--- config.mk ---
export PLATFORM = sky130hd
export DESIGN_NAME = sdram_burst_seq
export DESIGN_NICKNAME = d
export VERILOG_FILES = /design/src/rtl/sbs_pkg.sv /design/src/rtl/sbs_sequencer.sv /design/src/rtl/sbs_write_path.sv /design/src/rtl/sbs_read_capture.sv /design/src/rtl/sdram_burst_seq.sv
export SDC_FILE = /design/constraint.sdc
export NUM_CORES = 1
export LEC_CHECK = 0
export BUFFER_PORTS_ARGS = -buffer_cell sky130_fd_sc_hd__buf_2
export CAP_MARGIN = 30
export CORE_MARGIN = 3
export CORE_UTILIZATION = 30
export DETAILED_ROUTE_END_ITERATION = 8
export HOLD_SLACK_MARGIN = 0.1
export SLEW_MARGIN = 0
export SYNTH_ARGS = -nofsm -noshare
export SYNTH_HDL_FRONTEND = slang
export SYNTH_SLANG_ARGS = --single-unit
--- constraint.sdc ---
create_clock -name clk -period 2.22 [get_ports clk]
set_clock_uncertainty 0.05 [all_clocks]
set_input_delay 0.111 -clock clk [delete_from_list [all_inputs] [get_ports clk]]
set_output_delay 0.111 -clock clk [all_outputs]
set_load 0.02 [all_outputs]
--- src/rtl/sbs_pkg.sv ---
package sbs_pkg;

  // {cs_n, ras_n, cas_n, we_n}
  typedef enum logic [3:0] {
    CMD_NOP = 4'b0111,
    CMD_ACT = 4'b0011,
    CMD_RD  = 4'b0101,
    CMD_WR  = 4'b0100
  } sd_cmd_e;

  typedef enum logic [1:0] {
    ST_IDLE,
    ST_GAP,
    ST_WBURST,
    ST_RWAIT
  } seq_st_e;

  // Column of word 'step' in a sequential burst: the high bits are kept and
  // the low bits wrap inside the aligned block of 'blen' words.
  function automatic logic [15:0] burst_col(input logic [15:0] base,
                                            input logic [15:0] step,
                                            input logic [15:0] blen);
    logic [15:0] wrap;
    wrap = blen - 16'd1;
    return (base & ~wrap) | ((base + step) & wrap);
  endfunction

endpackage

--- src/rtl/sbs_sequencer.sv ---
module sbs_sequencer
  import sbs_pkg::*;
#(
  parameter int TRCD      = 2,
  parameter int BURST_LEN = 4,
  localparam int IDX_W    = $clog2(BURST_LEN) + 1
) (
  input  logic             clk,
  input  logic             rst_n,
  input  logic             grant,
  input  logic             req_valid,
  input  logic             req_write,
  input  logic             rd_last,
  output logic             req_ready,
  output logic             busy,
  output logic             issue_act,
  output logic             issue_rw,
  output logic             rw_is_write,
  output logic             wr_take,
  output logic [IDX_W-1:0] wr_idx
);

  localparam int CNT_W = $clog2(TRCD + 1);
  localparam logic [IDX_W-1:0] LAST_BEAT = IDX_W'(BURST_LEN - 1);

  seq_st_e          state;
  logic [CNT_W-1:0] gap_cnt;
  logic [IDX_W-1:0] beat;
  logic             wr_q;
  logic             accept;

  assign req_ready   = grant && (state == ST_IDLE);
  assign accept      = req_valid && req_ready;
  assign issue_act   = accept;
  assign issue_rw    = (state == ST_GAP) && (gap_cnt == '0);
  assign rw_is_write = wr_q;
  assign busy        = (state != ST_IDLE);
  assign wr_take     = (issue_rw && wr_q) ||
                       ((state == ST_WBURST) && (beat != LAST_BEAT));
  assign wr_idx      = (state == ST_WBURST) ? beat + IDX_W'(1) : '0;

  always_ff @(posedge clk) begin
    if (!rst_n) begin
      state   <= ST_IDLE;
      gap_cnt <= '0;
      beat    <= '0;
      wr_q    <= 1'b0;
    end else begin
      case (state)
        ST_IDLE: begin
          if (accept) begin
            state   <= ST_GAP;
            gap_cnt <= CNT_W'(TRCD - 1);
            wr_q    <= req_write;
          end
        end
        ST_GAP: begin
          if (gap_cnt == '0) begin
            state <= wr_q ? ST_WBURST : ST_RWAIT;
            beat  <= '0;
          end else begin
            gap_cnt <= gap_cnt - CNT_W'(1);
          end
        end
        ST_WBURST: begin
          if (beat == LAST_BEAT) state <= ST_IDLE;
          else                   beat  <= beat + IDX_W'(1);
        end
        ST_RWAIT: begin
          if (rd_last) state <= ST_IDLE;
        end
        default: state <= ST_IDLE;
      endcase
    end
  end

endmodule

--- src/rtl/sbs_write_path.sv ---
module sbs_write_path #(
  parameter int DATA_W = 16,
  localparam int MASK_W = DATA_W / 8
) (
  input  logic              clk,
  input  logic              rst_n,
  input  logic              wr_take,
  input  logic [DATA_W-1:0] wr_data,
  input  logic [MASK_W-1:0] wr_mask,
  output logic              dq_oe,
  output logic [DATA_W-1:0] dq_out,
  output logic [MASK_W-1:0] dqm
);

  always_ff @(posedge clk) begin
    if (!rst_n) begin
      dq_oe  <= 1'b0;
      dq_out <= '0;
      dqm    <= '0;
    end else begin
      dq_oe <= wr_take;
      dqm   <= wr_take ? wr_mask : '0;
      if (wr_take) dq_out <= wr_data;
    end
  end

endmodule

--- src/rtl/sbs_read_capture.sv ---
module sbs_read_capture
  import sbs_pkg::*;
#(
  parameter int DATA_W    = 16,
  parameter int COL_W     = 9,
  parameter int CAS_LAT   = 3,
  parameter int BURST_LEN = 4
) (
  input  logic              clk,
  input  logic              rst_n,
  input  logic              rd_start,
  input  logic [COL_W-1:0]  base_col,
  input  logic [DATA_W-1:0] dq_in,
  output logic              rd_valid,
  output logic [DATA_W-1:0] rd_data,
  output logic [COL_W-1:0]  rd_col,
  output logic              rd_last
);

  localparam int CAP_W = $clog2(BURST_LEN + 1);

  logic [CAS_LAT-1:0] lat_sr;
  logic [CAP_W-1:0]   cap_cnt;
  logic               window_open;

  // One bit per cycle since the READ command; the top bit opens the window.
  generate
    if (CAS_LAT > 1) begin : g_deep
      always_ff @(posedge clk) begin
        if (!rst_n) lat_sr <= '0;
        else        lat_sr <= {lat_sr[CAS_LAT-2:0], rd_start};
      end
    end else begin : g_single
      always_ff @(posedge clk) begin
        if (!rst_n) lat_sr <= '0;
        else        lat_sr <= rd_start;
      end
    end
  endgenerate

  assign window_open = (cap_cnt != '0);
  assign rd_last     = (cap_cnt == CAP_W'(1));

  always_ff @(posedge clk) begin
    if (!rst_n) begin
      cap_cnt  <= '0;
      rd_valid <= 1'b0;
      rd_data  <= '0;
      rd_col   <= '0;
    end else begin
      if (lat_sr[CAS_LAT-1])  cap_cnt <= CAP_W'(BURST_LEN);
      else if (window_open)   cap_cnt <= cap_cnt - CAP_W'(1);
      rd_valid <= window_open;
      if (window_open) begin
        rd_data <= dq_in;
        rd_col  <= COL_W'(burst_col(16'(base_col),
                                    16'(BURST_LEN) - 16'(cap_cnt),
                                    16'(BURST_LEN)));
      end
    end
  end

endmodule

--- src/rtl/sdram_burst_seq.sv ---
module sdram_burst_seq
  import sbs_pkg::*;
#(
  parameter int BANK_W    = 2,
  parameter int ROW_W     = 12,
  parameter int COL_W     = 9,
  parameter int DATA_W    = 16,
  parameter int BURST_LEN = 4,
  parameter int CAS_LAT   = 3,
  parameter int TRCD      = 2,
  parameter int AP_BIT    = 10,
  localparam int MASK_W   = DATA_W / 8
) (
  input  logic              clk,
  input  logic              rst_n,
  input  logic              grant,
  input  logic              req_valid,
  output logic              req_ready,
  input  logic              req_write,
  input  logic [BANK_W-1:0] req_bank,
  input  logic [ROW_W-1:0]  req_row,
  input  logic [COL_W-1:0]  req_col,
  output logic              wr_take,
  output logic [COL_W-1:0]  wr_col,
  input  logic [DATA_W-1:0] wr_data,
  input  logic [MASK_W-1:0] wr_mask,
  output logic              rd_valid,
  output logic [DATA_W-1:0] rd_data,
  output logic [COL_W-1:0]  rd_col,
  output logic              busy,
  output logic              sd_cs_n,
  output logic              sd_ras_n,
  output logic              sd_cas_n,
  output logic              sd_we_n,
  output logic [BANK_W-1:0] sd_ba,
  output logic [ROW_W-1:0]  sd_addr,
  output logic [MASK_W-1:0] sd_dqm,
  output logic              dq_oe,
  output logic [DATA_W-1:0] dq_out,
  input  logic [DATA_W-1:0] dq_in
);

  localparam int IDX_W = $clog2(BURST_LEN) + 1;

  // Named internal events
  logic             issue_act;
  logic             issue_rw;
  logic             rw_is_write;
  logic             rd_start;
  logic             rd_last;
  logic [IDX_W-1:0] wr_idx;

  sd_cmd_e           cmd_q;
  logic [BANK_W-1:0] ba_q;
  logic [ROW_W-1:0]  addr_q;
  logic [BANK_W-1:0] bank_q;
  logic [COL_W-1:0]  col_q;
  logic [ROW_W-1:0]  rw_addr;

  sbs_sequencer #(.TRCD(TRCD), .BURST_LEN(BURST_LEN)) u_seq (
    .clk        (clk),
    .rst_n      (rst_n),
    .grant      (grant),
    .req_valid  (req_valid),
    .req_write  (req_write),
    .rd_last    (rd_last),
    .req_ready  (req_ready),
    .busy       (busy),
    .issue_act  (issue_act),
    .issue_rw   (issue_rw),
    .rw_is_write(rw_is_write),
    .wr_take    (wr_take),
    .wr_idx     (wr_idx)
  );

  assign rd_start = issue_rw && !rw_is_write;

  // Column command address: column in the low bits, precharge bit held low.
  always_comb begin
    rw_addr                = '0;
    rw_addr[COL_W-1:0]     = col_q;
    rw_addr[AP_BIT]        = 1'b0;
  end

  always_ff @(posedge clk) begin
    if (!rst_n) begin
      cmd_q  <= CMD_NOP;
      ba_q   <= '0;
      addr_q <= '0;
      bank_q <= '0;
      col_q  <= '0;
    end else if (issue_act) begin
      cmd_q  <= CMD_ACT;
      ba_q   <= req_bank;
      addr_q <= req_row;
      bank_q <= req_bank;
      col_q  <= req_col;
    end else if (issue_rw) begin
      cmd_q  <= rw_is_write ? CMD_WR : CMD_RD;
      ba_q   <= bank_q;
      addr_q <= rw_addr;
    end else begin
      cmd_q  <= CMD_NOP;
    end
  end

  assign {sd_cs_n, sd_ras_n, sd_cas_n, sd_we_n} = cmd_q;
  assign sd_ba   = ba_q;
  assign sd_addr = addr_q;
  assign wr_col  = COL_W'(burst_col(16'(col_q), 16'(wr_idx), 16'(BURST_LEN)));

  sbs_write_path #(.DATA_W(DATA_W)) u_wr (
    .clk    (clk),
    .rst_n  (rst_n),
    .wr_take(wr_take),
    .wr_data(wr_data),
    .wr_mask(wr_mask),
    .dq_oe  (dq_oe),
    .dq_out (dq_out),
    .dqm    (sd_dqm)
  );

  sbs_read_capture #(
    .DATA_W(DATA_W), .COL_W(COL_W), .CAS_LAT(CAS_LAT), .BURST_LEN(BURST_LEN)
  ) u_rd (
    .clk     (clk),
    .rst_n   (rst_n),
    .rd_start(rd_start),
    .base_col(col_q),
    .dq_in   (dq_in),
    .rd_valid(rd_valid),
    .rd_data (rd_data),
    .rd_col  (rd_col),
    .rd_last (rd_last)
  );

endmodule

# [After elaboration in Yosys (flattened, before gate mapping)]
# Index checks and enable logic that the tools add are counted.
[totals] inputBits=62 ram_bits=0 out_inout_bits=75 romBits=0 word_cells=85 n_memories=0 latchBits=0 ff_bits=88
[op_classes] n_lt_le_gt_ge=0 n_div=0 n_shift=0 mux=21 bitwise_logic=4 eq_ne=12 reduce_logical=23 n_addsub=6 mul=0
[ops] cell="$mux 12" n=2
[ops] cell="$mux 2" n=9
[ops] cell="$or 9x2->9" n=2
[ops] cell="$mux 3" n=5
[ops] cell="$ne 2x2->1 const B" n=6
[ops] cell="$reduce_bool 2->1" n=5
[ops] cell="$pmux 2 s4" n=1
[ops] cell="$logic_and 1x1->1" n=6
[ops] cell="$pmux 3 s2" n=1
[ops] cell="$reduce_and 3->1" n=2
[ops] cell="$add 2x2->2" n=2
[ops] cell="$eq 2x2->1 const B" n=2
[ops] cell="$logic_not 2->1" n=2
[ops] cell="$pmux 2 s2" n=1
[ops] cell="$reduce_and 2->1" n=2
[ops] cell="$reduce_and 4->1" n=1
[ops] cell="$add 3x1->3 const B" n=1
[ops] cell="$eq 3x1->1 const B" n=1
[ops] cell="$eq 3x2->1 const B" n=1
[ops] cell="$ne 3x2->1 const B" n=1
[ops] cell="$reduce_bool 3->1" n=1
[ops] cell="$reduce_or 3->1" n=1
[ops] cell="$sub 3x1->3 const B" n=1
[ops] cell="$eq 2x1->1 const B" n=1
[ops] cell="7 further kinds" n=9

# [Longest topological paths before layout]
# Gate-level depths: netlist of run 1.
[logic_depth] depth_word=5 ltp_mapped=9 depth_no_buf=6

# [By module]
# Synthesis of run 1 repeated with hierarchy kept, for this count alone.
[unflattened] cells_unflattened=369 hier_area_um2=3829.9
[by_module_without_submodules] mod="sbs_read_capture" n_inst=1 seq_area_each_um2=640.6 cells_per_inst=139 area_each_um2=1332.5
[by_module_without_submodules] mod="sdram_burst_seq" n_inst=1 seq_area_each_um2=560.5 cells_per_inst=117 area_each_um2=1295.0
[by_module_without_submodules] mod="sbs_write_path" n_inst=1 seq_area_each_um2=380.4 cells_per_inst=57 area_each_um2=698.2
[by_module_without_submodules] mod="sbs_sequencer" n_inst=1 seq_area_each_um2=160.2 cells_per_inst=56 area_each_um2=504.2

# [Worst setup path after synthesis of run 1]
# Ideal clock, no wire load.
[synth_timing] kind="reg-to-output" startpoint="register u_seq.state[1]" endpoint="output port wr_col[1]" path_stages_with_launch=6 required_time_ns=2.059 t_arrival_ns=1.504 path_slack_ns=0.555 path_buffers=1 path_cell_list="dfxtp_1 -> clkbuf_1 -> nor3b_1 -> ha_1 -> xor2_1 -> xnor2_1"
[synth_between] elab_chain_cells=4
[synth_lines] item="start: declaration" line="sbs_sequencer.sv:26" rtl="seq_st_e state;"
[synth_lines] item="start signal: assignment" line="sbs_sequencer.sv:59" rtl="state <= wr_q ? ST_WBURST : ST_RWAIT;"
[synth_lines] item="$eq 2x2->1" line="sbs_sequencer.sv:40" rtl="assign wr_idx = (state == ST_WBURST) ? beat + IDX_W'(1) : '0;"
[synth_lines] item="$mux 2" line="sbs_sequencer.sv:40"
[synth_lines] item="net u_seq.wr_idx[0]" line="sbs_sequencer.sv:20" rtl="output logic [IDX_W-1:0] wr_idx"
[synth_lines] item="$add 2x2->2" line="sbs_pkg.sv:25" rtl="return (base & ~wrap) | ((base + step) & wrap);"
[synth_lines] item="$or 9x2->9" line="sbs_pkg.sv:25"
[synth_lines] item="end: declaration" line="sdram_burst_seq.sv:24" rtl="output logic [COL_W-1:0] wr_col,"
# The timed path passes the listed nets, and every way through them passes these cells.

# [Worst setup path after layout of run 1]
# Ends and elaborated chain as after synthesis.

==> results of run 1 <==
-- power breakdown --
| part | switching [uW] | internal [uW] | leakage, uW |
|---|---|---|---|
| Combinational | 872 | 551 | 0.00147 |
| Clock | 580 | 862 | 0.000135 |
| Sequential | 122 | 1780 | 0.000711 |
-- cell type report --
| cell class | instances | area [um^2] |
|---|---|---|
| fill | 1132 | 6310 |
| sequential | 87 | 1740 |
| multi-input combinational | 260 | 1590 |
| timing repair buffer | 207 | 1390 |
| clock buffer | 11 | 233 |
| tap | 143 | 179 |
| clock inverter | 4 | 47.5 |
| inverter | 8 | 30.0 |
-- path summary, 6_finish.rpt --
kind,cells after the start,end
setup / recovery,5,wr_col[1]
hold / removal,4,col_q[1]$_SDFFE_PN0P_
setup reg to reg,6,sd_addr[3]$_SDFFE_PN0P_
hold reg to reg,1,u_rd.lat_sr[2]$_SDFF_PN0_
-- cells by family after synthesis --
group                    after synthesis
buffers and inverters                 47
adder cells (fa/ha/maj)                8
XOR/XNOR                               5
flip-flops                            87
multiplexers                           6
other                                  1
AND/OR/NAND/NOR                      155
AO/OA/AOI/OAI                         85
-- through the flow --
| stage | setup slack [ns] | std cells | power [uW] | hold slack [ns] | utilization |
|---|---|---|---|---|---|
| 2_1_floorplan | 0.555 | 394 | 2860 | 0.182 | - |
| 3_3_place_gp | 0.387 | 647 | 3270 | 0.277 | 0.377 |
| 3_5_place_dp | 0.353 | 647 | 3300 | 0.284 | 0.377 |
| 4_1_cts | 0.0456 | 720 | 4850 | 0.147 | 0.452 |
| 5_1_grt | 0.0132 | 720 | 5080 | 0.162 | 0.452 |
| 6_report | 0.119 | 720 | 4770 | 0.159 | 0.452 |
-- sequential cells by signal (all words and copies together), names as in the netlist, 9 cells and up --
register / count
col_q: 9
u_wr.dq_out: 16
sd_addr: 12
u_rd.rd_data: 16
u_rd.rd_col: 9
-- timing repair --
| item | in CTS | in global routing |
|---|---|---|
| hold endpoints to repair | 60 | 0 |
| endpoints found under the setup margin | 0 | 1 |
| resized for setup | 0 | 1 |
| hold buffers | 58 | 0 |
-- cells in the mapped netlist, types with 10 or more instances --
| master | instances |
|---|---|
| buf_4 | 10 |
| nand3_2 | 13 |
| nor2_1 | 12 |
| nand2_1 | 100 |
| o21ai_0 | 11 |
| dfxtp_1 | 87 |
| o21ai_2 | 16 |
| a21oi_1 | 11 |
| a21boi_0 | 29 |
| clkbuf_1 | 14 |
-- metal layers --
metal  track usage  wire length (um)  vias up
met1         0.169              4150     1448
met2         0.239              4520       96
met3        0.0463               577       12
met5             0                 0        -
li1              -                 -     1659
met4        0.0430               122        0
-- worst max-delay path, stage by stage, from the launching register on --
cell and delay [ns]:
dfxtp_1 0.52, nor3b_1 0.38, ha_1 0.23, xor2_1 0.17, xnor2_1 0.13, buf_2 0.18
==> impl_metrics.py, run 1 <==
metrics = {
    "die": {
        "die_y_um": 115,
        "dieArea_um2": 13300,
        "pin_count": 137,
        "start_util": 0.310,
        "core-area_um2": 11500,
        "num_rows": 39,
        "die_x_um": 115,
    },
    "place": {
        "place_area_um2": 4340,
        "place_hpwl_um": 6230,
        "place_congestion": 0.754,
        "port_buffers": 135,
    },
    "routing": {
        "drc": 0,
        "vias": 3215,
        "vias_per_cell": 4.47,
        "drtPass1Iterations": 4,
        "finalWirelength_um": 9370,
        "wl_per_cell_um": 13.0,
        "ant_nets": 0,
        "drt_iter0_drc": 130,
    },
    "grt": {
        "grt_pass1_vias": 3121,
        "antenna_found_initial": 0,
        "grt-ovfl-total": 0,
        "track_usage": 0.141,
        "grt_max_degree": 31,
        "grt_pass1_wl_um": 14900,
    },
    "logic_synthesis": {
        "synth-compound-area-share": 0.168,
        "synth-edff-count": 0,
        "syn_avg_cell_area_um2": 9.07,
        "synth.area.mux_share": 0.0172,
        "synth_fa_ha_area_frac": 0.0280,
        "synth_top_family_by_area": "simple AND/OR/NAND/NOR gates",
        "ys_seq_area_frac": 0.487,
        "syn-cell-area_um2": 3570,
        "synth-warning-count": 0,
        "synth.top_cells.by_area": "dfxtp_1 (49%), nand2_1 (11%), a21boi_0 (6.1%)",
        "syn_inst": 394,
        "synthSimpleGateAreaFrac": 0.211,
        "synthXorXnorAreaFrac": 0.0123,
        "synthArstFlopShare": 0,
        "synth_area_leader_cell": "dfxtp_1",
        "netlist.area_leader.share": 0.487,
        "synth_seq_cells": 87,
        "synth_flop_cell": "dfxtp_1",
        "synth_cell_types": 43,
        "syn_nets": 464,
    },
    "sta": {
        "finalCritPeriodShare": 0.947,
        "final_max_slew_viol_count": 0,
        "max_freq_ghz": 0.476,
        "hold_viol": 0,
        "fin_tns_setup_ns": 0,
        "min_period_ns": 2.10,
        "finalSetupViolCount": 0,
        "slew_headroom": 0.632,
        "rsz0062_at_grt": "false",
        "worst_pin_slew_ns": 0.552,
    },
    "cells_and_area": {
        "final_common_cell": "buf_2",
        "antenna_cells": 0,
        "area_growth_pct": 45.7,
        "layout_common_cells": "buf_2 (135), nand2_1 (100), dfxtp_1 (87)",
        "postLayoutCellArea_um2": 5210,
        "final_nets": 643,
        "drive_gt1_frac": 0.343,
    },
    "cts": {
        "cts_tree": "built",
        "clkLatencyLatePin_ns": 0.33,
        "cts-htree-levels": 3,
        "post-cts-setup-buffers": 0,
        "path_clk_slew_ns": 0.06,
        "cts_sinks": 87,
        "numCtsBuffers": 9,
        "clockBufferDepth": 2,
        "cts-root-buf": "clkbuf_16",
    },
    "critical_path": {
        "worstSetupPathType": "reg -> out",
        "arrival_ns": 1.94,
        "start_kind": "flip-flop",
        "endpoint_kind": "output port",
        "worst_ep_required_time_ns": 2.06,
        "worstPathMaxFanout": 9,
        "r2r_start": "u_seq.state[0]$_SDFFE_PN0P_",
        "startpoint": "u_seq.state[1]$_SDFFE_PN0P_",
        "r2r_slack_ns": 0.44,
    },
    "power_and_ir_drop": {
        "p_per_area_nw_per_um2": 916,
        "ir_drop_uv": 461,
        "p_leak_uw": 0.00231,
    },
    "job": {
        "maxCapViolations": 0,
    },
    "min_path": {
        "hold_start": "req_valid",
        "min_path_type": "in -> reg",
    },
    "run_status": {
        "outcome": "complete, no violations",
    },
}
Note: power is estimated with default switching activity, not from simulation.
==> inputs of run 2 (changes only) <==
==> constraint.sdc (replaced) <==
create_clock -name clk -period 2.22 [get_ports clk]
set_clock_uncertainty 0.05 [all_clocks]
set_input_delay 0.111 -clock clk [delete_from_list [all_inputs] [get_ports clk]]
set_output_delay 0.111 -clock clk [all_outputs]
set_load 0.1 [all_outputs]
==> run 2 against run 1 <==
Net effect: first-iteration DRC count fell by 34%; design area increased by 0.38%; global-route usage rose by 0.21 points; critical path type unchanged; largest cell class unchanged; highest routed layer unchanged.
==> impl_metrics.py, run 2 (synthesis gave the netlist of run 1 again) <==
metrics = {
    "cells_and_area": {
        "fillers": 1087,
        "area_growth_pct": 46.2,
        "multi_input_comb_area_um2": 1610,
        "drive_gt1_frac": 0.351,
        "layout_common_cells": "buf_2 (133), nand2_1 (100), dfxtp_1 (86)",
        "regArea_um2": 1740,
        "final_common_cell": "buf_2",
        "final_nets": 638,
        "antenna_cells": 0,
    },
    "die": {
        "dieArea_um2": 13300,
        "num_rows": 39,
        "die_x_um": 115,
        "start_util": 0.310,
        "die_y_um": 115,
        "core-area_um2": 11500,
        "pin_count": 137,
    },
    "power_and_ir_drop": {
        "power_uw": 5960,
        "power_frac_comb": 0.432,
        "ir_drop_uv": 682,
        "power_switching_uw": 2760,
        "p_sw_frac": 0.464,
        "intPower_uw": 3190,
        "share_seq_of_total_power": 0.321,
        "clkPwrFrac": 0.247,
        "p_leak_uw": 0.00232,
        "p_per_area_nw_per_um2": 1140,
    },
    "job": {
        "maxCapViolations": 0,
    },
    "sta": {
        "slew_headroom": 0.661,
        "rsz0062_at_grt": "false",
        "min_period_ns": 2.08,
        "max_freq_ghz": 0.482,
        "worst_pin_slew_ns": 0.511,
        "final_max_slew_viol_count": 0,
        "finalCritPeriodShare": 0.935,
        "finalSetupViolCount": 0,
        "hold_ws_ns": 0.172,
        "hold_viol": 0,
    },
    "place": {
        "place_congestion": 0.776,
        "place_hpwl_um": 6170,
        "port_buffers": 135,
    },
    "routing": {
        "ant_nets": 0,
        "drtPass1Iterations": 4,
        "finalWirelength_um": 9350,
        "wl_per_cell_um": 13.1,
        "drt_iter0_drc": 86,
        "drc": 0,
        "vias": 3250,
        "vias_per_cell": 4.54,
    },
    "critical_path": {
        "arrival_ns": 1.92,
        "worst_ep_required_time_ns": 2.06,
        "start_kind": "flip-flop",
        "worstPathMaxFanout": 13,
        "endpoint_kind": "output port",
        "rr_worst_depth": 5,
        "worstSetupPathType": "reg -> out",
    },
    "grt": {
        "use_met1": 0.161,
        "met2_usage": 0.245,
        "busiest_layer": "met2",
        "grt_pass1_vias": 3114,
        "antenna_found_initial": 0,
        "grt_max_degree": 46,
        "grt_pass1_wl_um": 14900,
        "grt.met3_usage": 0.0589,
        "grt-ovfl-total": 0,
        "track_usage": 0.143,
    },
    "cts": {
        "numCtsBuffers": 9,
        "cts-root-buf": "clkbuf_16",
        "post-cts-setup-buffers": 0,
        "cts-htree-levels": 3,
        "clockBufferDepth": 2,
        "path_clk_slew_ns": 0.06,
        "cts_sinks": 87,
        "cts_tree": "built",
        "clkLatencyLatePin_ns": 0.34,
    },
    "min_path": {
        "hold_depth": 3,
        "min_path_type": "in -> reg",
    },
    "run_status": {
        "outcome": "complete, no violations",
    },
}
run 2: path summary, 6_finish.rpt:
path,startpoint,to,slack (ns)
max,u_seq.state[0]$_SDFFE_PN0P_,wr_take,0.14
min,rst_n,sd_addr[7]$_SDFFE_PN0P_,0.17
max reg2reg,u_seq.state[0]$_SDFFE_PN0P_,u_wr.dq_out[10]$_SDFFE_PN0P_,0.37
min reg2reg,u_rd.lat_sr[0]$_SDFF_PN0_,u_rd.lat_sr[1]$_SDFF_PN0_,0.39
run 2: critical path, stage by stage (launching register included):
cell,delay (ns)
dfxtp_1,0.59
and3b_1,0.45
a22o_4,0.31
buf_12,0.21
run 2: area by class of cell:
cell class | count | share of cell area
Tap cell | 143 | 0.0342
Multi-Input combinational cell | 260 | 0.308
Inverter | 8 | 0.00574
Sequential cell | 87 | 0.333
Timing Repair Buffer | 202 | 0.264
Clock buffer | 9 | 0.0431
Clock inverter | 7 | 0.0122
run 2: layer usage:
layer | wire, um | vias up
li1 | - | 1652
met1 | 3960 | 1491
met2 | 4680 | 96
met3 | 619 | 11
met4 | 90 | 0
met5 | 0 | -
run 2: what timing repair did:
item / 4_1_cts / 5_1_grt
hold buffers: 58 / 0
gates cloned: 0 / 0
resized for setup: 1 / 3
endpoints found under the setup margin: 1 / 3
hold endpoints to repair: 60 / 0
run 2: per-stage QoR:
| step | TNS, ns | utilization | cell area, um^2 | std cells | setup WS [ns] |
|---|---|---|---|---|---|
| after global placement | 0 | 0.377 | 4340 | 642 | 0.351 |
| after CTS | 0 | 0.453 | 5210 | 716 | 0.0110 |
| after global routing | 0 | 0.454 | 5230 | 716 | 0.0176 |
| after floorplan | -0.000401 | - | 3580 | 394 | -0.000401 |
| final | 0 | 0.454 | 5230 | 716 | 0.143 |
| after detailed placement | 0 | 0.377 | 4340 | 642 | 0.242 |
run 2: power groups by stage:
stage / clock network, uW / registers [uW] / logic (uW)
floorplan: 0 / 3170 / 844
global placement: 0 / 1940 / 2490
detailed placement: 0 / 1940 / 2510
CTS: 1530 / 1910 / 2590
global route: 1600 / 1940 / 2730
finish: 1470 / 1910 / 2570
